$ cat src/rtl/alarm_irq_pkg.sv
package alarm_irq_pkg;
  localparam int STAT_OFS = 6;
  localparam int ENAB_OFS = 7;
  localparam int CH_STRIDE = 16;

  function automatic logic [7:0] reg_addr(input int ch, input int ofs);
    return 8'((ch + 1) * CH_STRIDE + ofs);
  endfunction
endpackage

$ cat src/rtl/alarm_rst_sync.sv
module alarm_rst_sync #(
  parameter int STAGES = 2
) (
  input  logic clk,
  input  logic rst_n,
  output logic rst_sync_n
);
  logic [STAGES-1:0] sync_q, sync_d;

  always_comb sync_d = {sync_q[STAGES-2:0], 1'b1};

  always_ff @(posedge clk or negedge rst_n) begin
    if (!rst_n) sync_q <= '0;
    else        sync_q <= sync_d;
  end

  assign rst_sync_n = sync_q[STAGES-1];
endmodule

$ cat src/rtl/alarm_change_det.sv
module alarm_change_det #(
  parameter int WIDTH = 28
) (
  input  logic             clk,
  input  logic             rst_n,
  input  logic [WIDTH-1:0] alarm_i,
  output logic [WIDTH-1:0] evt_o
);
  logic [WIDTH-1:0] smp_q, prev_q;

  always_ff @(posedge clk or negedge rst_n) begin
    if (!rst_n) begin
      smp_q  <= '0;
      prev_q <= '0;
    end else begin
      smp_q  <= alarm_i;
      prev_q <= smp_q;
    end
  end

  assign evt_o = smp_q ^ prev_q;

  // cycles since reset, used only to keep the checks inside valid history
  logic [1:0] warm_q, warm_d;
  always_comb warm_d = (warm_q == 2'd3) ? warm_q : warm_q + 2'd1;
  always_ff @(posedge clk or negedge rst_n) begin
    if (!rst_n) warm_q <= '0;
    else        warm_q <= warm_d;
  end

  assert_change_fires_R11: assert property (@(posedge clk) disable iff (!rst_n)
    (warm_q == 2'd3 && alarm_i != $past(alarm_i)) |=> (evt_o != '0));

  assert_steady_quiet_R11: assert property (@(posedge clk) disable iff (!rst_n)
    (warm_q == 2'd3 && alarm_i == $past(alarm_i)) |=> (evt_o == '0));
endmodule

$ cat src/rtl/alarm_chan_regs.sv
module alarm_chan_regs #(
  parameter int ALARM_W = 7
) (
  input  logic               clk,
  input  logic               rst_n,
  input  logic [ALARM_W-1:0] evt_i,
  input  logic               clr_i,
  input  logic               en_wr_i,
  input  logic [ALARM_W-1:0] en_wdata_i,
  output logic [ALARM_W-1:0] stat_o,
  output logic [ALARM_W-1:0] en_o
);
  logic [ALARM_W-1:0] stat_q, stat_d, en_q, en_d;

  always_comb begin
    stat_d = (clr_i ? '0 : stat_q) | evt_i;
    en_d   = en_wr_i ? en_wdata_i : en_q;
  end

  always_ff @(posedge clk or negedge rst_n) begin
    if (!rst_n) begin
      stat_q <= '0;
      en_q   <= '0;
    end else begin
      stat_q <= stat_d;
      en_q   <= en_d;
    end
  end

  assign stat_o = stat_q;
  assign en_o   = en_q;

  assert_sticky_R1: assert property (@(posedge clk) disable iff (!rst_n)
    !clr_i |=> ((stat_q & $past(stat_q)) == $past(stat_q)));

  assert_clear_R3: assert property (@(posedge clk) disable iff (!rst_n)
    (clr_i && evt_i == '0) |=> (stat_q == '0));

  assert_keep_event_R4: assert property (@(posedge clk) disable iff (!rst_n)
    clr_i |=> (stat_q == $past(evt_i)));

  assert_enable_hold_R9: assert property (@(posedge clk) disable iff (!rst_n)
    !en_wr_i |=> $stable(en_q));
endmodule

$ cat src/rtl/alarm_irq_ctrl.sv
module alarm_irq_ctrl
  import alarm_irq_pkg::*;
#(
  parameter int NUM_CH  = 4,
  parameter int ALARM_W = 7,
  parameter int ADDR_W  = 8
) (
  input  logic                      clk,
  input  logic                      rst_n,
  input  logic [NUM_CH*ALARM_W-1:0] alarm_i,
  input  logic [ADDR_W-1:0]         addr_i,
  input  logic                      rd_i,
  input  logic                      wr_i,
  input  logic [ALARM_W:0]          wdata_i,
  output logic [ALARM_W:0]          rdata_o,
  output logic                      irq_n_o
);
  localparam int TOT_W = NUM_CH * ALARM_W;
  localparam int REG_W = ALARM_W + 1;

  logic                rst_q_n;
  logic [TOT_W-1:0]    evt;
  logic [ALARM_W-1:0]  stat [NUM_CH];
  logic [ALARM_W-1:0]  en   [NUM_CH];
  logic [NUM_CH-1:0]   hit_stat, hit_en;
  logic [REG_W-1:0]    rd_sel, rdata_q, rdata_d;
  logic                pend_any;

  alarm_rst_sync #(.STAGES(2)) u_rst (
    .clk(clk), .rst_n(rst_n), .rst_sync_n(rst_q_n)
  );

  alarm_change_det #(.WIDTH(TOT_W)) u_det (
    .clk(clk), .rst_n(rst_q_n), .alarm_i(alarm_i), .evt_o(evt)
  );

  for (genvar ch = 0; ch < NUM_CH; ch++) begin : g_ch
    assign hit_stat[ch] = (addr_i == ADDR_W'(reg_addr(ch, STAT_OFS)));
    assign hit_en[ch]   = (addr_i == ADDR_W'(reg_addr(ch, ENAB_OFS)));

    alarm_chan_regs #(.ALARM_W(ALARM_W)) u_regs (
      .clk       (clk),
      .rst_n     (rst_q_n),
      .evt_i     (evt[ch*ALARM_W +: ALARM_W]),
      .clr_i     (rd_i && hit_stat[ch]),
      .en_wr_i   (wr_i && hit_en[ch]),
      .en_wdata_i(wdata_i[REG_W-1:1]),
      .stat_o    (stat[ch]),
      .en_o      (en[ch])
    );
  end

  always_comb begin
    rd_sel   = '0;
    pend_any = 1'b0;
    for (int ch = 0; ch < NUM_CH; ch++) begin
      if (hit_stat[ch]) rd_sel = {stat[ch], 1'b0};
      if (hit_en[ch])   rd_sel = {en[ch], 1'b0};
      pend_any = pend_any | (|(stat[ch] & en[ch]));
    end
    rdata_d = rd_i ? rd_sel : rdata_q;
  end

  always_ff @(posedge clk or negedge rst_q_n) begin
    if (!rst_q_n) rdata_q <= '0;
    else          rdata_q <= rdata_d;
  end

  assign rdata_o = rdata_q;
  assign irq_n_o = ~pend_any;

  assert_bit0_zero_R7: assert property (@(posedge clk) disable iff (!rst_q_n)
    rdata_o[0] == 1'b0);

  assert_irq_release_R6: assert property (@(posedge clk) disable iff (!rst_q_n)
    $rose(irq_n_o) |-> ($past(rd_i) || $past(wr_i)));

  assert_rdata_hold_R12: assert property (@(posedge clk) disable iff (!rst_q_n)
    !rd_i |=> $stable(rdata_o));

  assert_unmapped_zero_R10: assert property (@(posedge clk) disable iff (!rst_q_n)
    (rd_i && hit_stat == '0 && hit_en == '0) |=> (rdata_o == '0));
endmodule

$ cat config.mk
export PLATFORM = sky130hd
export DESIGN_NAME = alarm_irq_ctrl
export DESIGN_NICKNAME = d
export VERILOG_FILES = /design/src/rtl/alarm_irq_pkg.sv /design/src/rtl/alarm_rst_sync.sv /design/src/rtl/alarm_change_det.sv /design/src/rtl/alarm_chan_regs.sv /design/src/rtl/alarm_irq_ctrl.sv
export SDC_FILE = /design/constraint.sdc
export NUM_CORES = 1
export LEC_CHECK = 0
export BUFFER_PORTS_ARGS = -buffer_cell sky130_fd_sc_hd__clkbuf_2
export CAP_MARGIN = 25
export CORE_ASPECT_RATIO = 1.5
export CORE_MARGIN = 1
export CORE_UTILIZATION = 35
export DETAILED_ROUTE_END_ITERATION = 12
export PLACE_DENSITY = 0.61
export SLEW_MARGIN = 15
export SYNTH_ARGS = -nofsm -noshare
export SYNTH_HDL_FRONTEND = slang
export SYNTH_SLANG_ARGS = --single-unit
export TNS_END_PERCENT = 5
$ cat constraint.sdc
create_clock -name clk -period 5.1 [get_ports clk]
set_input_delay 1.275 -clock clk [delete_from_list [all_inputs] [get_ports clk]]
set_output_delay 1.275 -clock clk [all_outputs]
set_load 0.02 [all_outputs]
==> qor.txt <==
run status - finished, violations left
failing checks - DRC
detailed-placement wirelength estimate - 7486 microns
register area share after synthesis - 62.48%
Final Hold Vio Count - 0
count leader, synth - dfrtp_1
# rows - 52
initial antenna violation count - 0
CP endpoint kind - primary output
worst-margin pin slew - 1006 ps
Die Width - 98.08 microns
area share of the largest cell type after synthesis - 62.48%
Async SR Flop Fraction - 100.0%
area delta synth->final - 20.73%
GRT Total Usage - 15.88%
crit path max-delay cell type - a221oi_1
Pwr per Cell Area - 396.4 mW/mm^2
routed len/inst - 17.61 microns
DR vias/cell - 5.105
Die H - 146.1 microns
vias - 3002
commonest register cell after synthesis - dfrtp_1
GP Congestion - 0.8654
RSZ-0062 raised after global routing - false
I/O pin cnt - 57
met2 usage - 26.90%
Initial DRC Count - 89
port bufs - 54
CTS resizes - 0
CTS tree - done
# diodes - 0
TritonCTS Buffers - 17
internal reg-to-reg setup slack - 3780 ps
Tcrit/Tclk final - 66.81%
drt drc - 5
Clock Latency Late Sink - 400 ps
final WL - 10350 microns
r2r worst-path depth - 2
syn_area_per_cell - 13.77 sq um
Leak Pwr - 2.583 nW
nets@finish - 461
area leader, netlist - dfrtp_1
crit path to - irq_n_o
crit-path max cell delay - 400 ps
Max IR drop VDD - 0.0002254 V
Fillers - 1265
cells after synthesis - 352
fraction of layout cells with a size suffix above 1 - 33.80%
grt ovf - 0
reg2reg end - g_ch[3].u_regs.en_o[5]$_DFFE_PN0P_
Max Cap Violations - 0
Clock Root Buffer - clkbuf_16
CP Max Fanout - 3
post-placement cell count - 555
Commonest cells post-synth - dfrtp_1 (121), mux2_2 (42), nand2_1 (24), a21o_1 (21), xor2_1 (21)
CP delay by family, top - compound AO/OA/AOI/OAI gates
antenna-violating nets left - 0
Slew Limit Fails - 0
Final Critical Period - 3407 ps
drt pass-1 iters - 8
maximum clock frequency - 293.5 MHz
GR met3 Demand/Resource - 4.117%
core area - 0.01353 sq mm
maximum clock insertion buffer count - 2
Post-synth EDFFs - 0
Setup Buffers After CTS - 0
Warnings, synthesis - 0
critical-path cell list - a22o_1 > a221oi_1 > nand4_1 > nor3_1 > clkbuf_2
number of global-route vias before repair - 3180
TNS Setup - 0 ps
reg2reg start - u_rst.sync_q[1]$_DFF_PN0_
Worst setup SP type - register
required time worst endpoint - 3830 ps
starting density of the core - 35.81%
Yosys cell types - 53
GRT busiest layer - met2
cell area after layout - 0.005851 sq mm
post-synthesis sequential element count - 121
Post-DP Area - 0.005244 sq mm
largest net degree at the start of global routing - 78
syn_nets - 400
Critical Path AT - 2130 ps
M1 GR Usage - 17.98%
TritonCTS Sinks - 121
first-pass GRT wire length - 17010 microns
H-Tree Depth - 4
Final Skew - 5.458 ps
WP depth - 5
Post-CTS Hold Fix Bufs - 0
Hold WC Path Type - register to async pin
DIE AREA - 0.01433 sq mm
WP buf/inv - 1
clock slew at reported path FFs - 60 ps
Post-Syn Area - 0.004846 sq mm
Area contributors post-synth - dfrtp_1 (62%), mux2_2 (9.8%), xor2_1 (3.8%), a21o_1 (3.3%), nand2_1 (1.9%)
Setup CP Type - register to primary output
Final Non-Filler Cells - 588
worst relative slew slack - 32.00%
Final Setup Violations - 0
crit path from - g_ch[3].u_regs.en_o[1]$_DFFE_PN0P_
[routing by layer]
metal	routed length (microns)	share of wire (%)
met4	419	4.0
met5	0	0
met1	4192	40
met3	393	3.8
met2	5349	52
[cell families (layout without fill, tap and decap cells)]
family          Yosys count  in the layout  synth area share [%]
buf+inv                  18             92                 2.220
simple gates             63             63                 8.365
xor+xnor                 28             28                 5.061
compound gates           74             74                 11.13
flops                   121            121                 62.48
other cells               2              2                0.1550
mux                      46             46                 10.59
[flip-flops by register name (all words and copies together), names as in the netlist]
register            count
u_det.prev_q           28
u_rst.sync_q            2
rdata_o                 7
u_det.smp_q            28
g_ch.u_regs.en_o       28
g_ch.u_regs.stat_o     28
[placed cells by master, fill, tap and decap left out, types with 2 or more instances in the layout]
cell and instances:
clkbuf_2 54, nand4_1 4, o21ai_0 10, a22o_1 2, xor2_1 21, nand2_2 3, nor3_1 3, a21o_1 21
clkbuf_16 17, clkinv_4 4, bufinv_16 2, a221oi_1 2, mux2i_1 4, and3_1 2, clkinv_2 4, nand3_1 2
conb_1 2, xnor2_1 7, inv_1 4, nand2b_1 7, mux2_2 42, nor2b_1 3, dfrtp_1 120, nor4b_4 2
clkinvlp_4 4, nand2_1 24, nand3b_1 2, a21oi_1 3, a221o_1 5, o22ai_1 4, a22oi_1 10, a31oi_1 6
[through the flow]
step	hold slack (ps)	setup slack (ps)	util (%)	power, mW
floorplan	331.2	1479	-	1.134
global placement	328.2	1719	38.75	1.186
detailed placement	335.3	1736	38.75	1.190
CTS	337.1	1709	43.03	2.348
global route	374.6	1587	43.23	2.409
finish	312.7	1693	43.23	2.319
[power by group]
part | leakage [nW] | total (mW) | switching (mW) | internal [mW]
sequential | 1.40 | 1.03 | 0.0294 | 0.999
combinational | 0.911 | 0.145 | 0.0789 | 0.0660
clock | 0.275 | 1.15 | 0.428 | 0.718
[how the worst min path moves through the flow]
stage	cells after the start	slack, ps	from	end
final	0	310	u_rst.sync_q[1]$_DFF_PN0_	u_det.smp_q[18]$_DFF_PN0_
after global routing	0	370	u_rst.sync_q[1]$_DFF_PN0_	g_ch[3].u_regs.stat_o[3]$_DFF_PN0_
after CTS	0	340	u_rst.sync_q[1]$_DFF_PN0_	u_det.smp_q[18]$_DFF_PN0_
after detailed placement	0	340	u_rst.sync_q[1]$_DFF_PN0_	u_det.smp_q[20]$_DFF_PN0_
after global placement	0	330	u_rst.sync_q[1]$_DFF_PN0_	u_det.smp_q[23]$_DFF_PN0_
after floorplan	0	330	u_rst.sync_q[0]$_DFF_PN0_	u_rst.sync_q[1]$_DFF_PN0_
[layout make-up]
cell class	count	area, sq um	area share, %
clock buffers	17	425.4	7.271
repair buffers	56	305.3	5.218
well taps	162	202.7	3.464
flip-flops and latches	121	3032	51.82
clock inverters	15	153.9	2.630
multi-input cells	213	1717	29.34
inverters	4	15.01	0.2566
(Power assumes the default switching activity.)
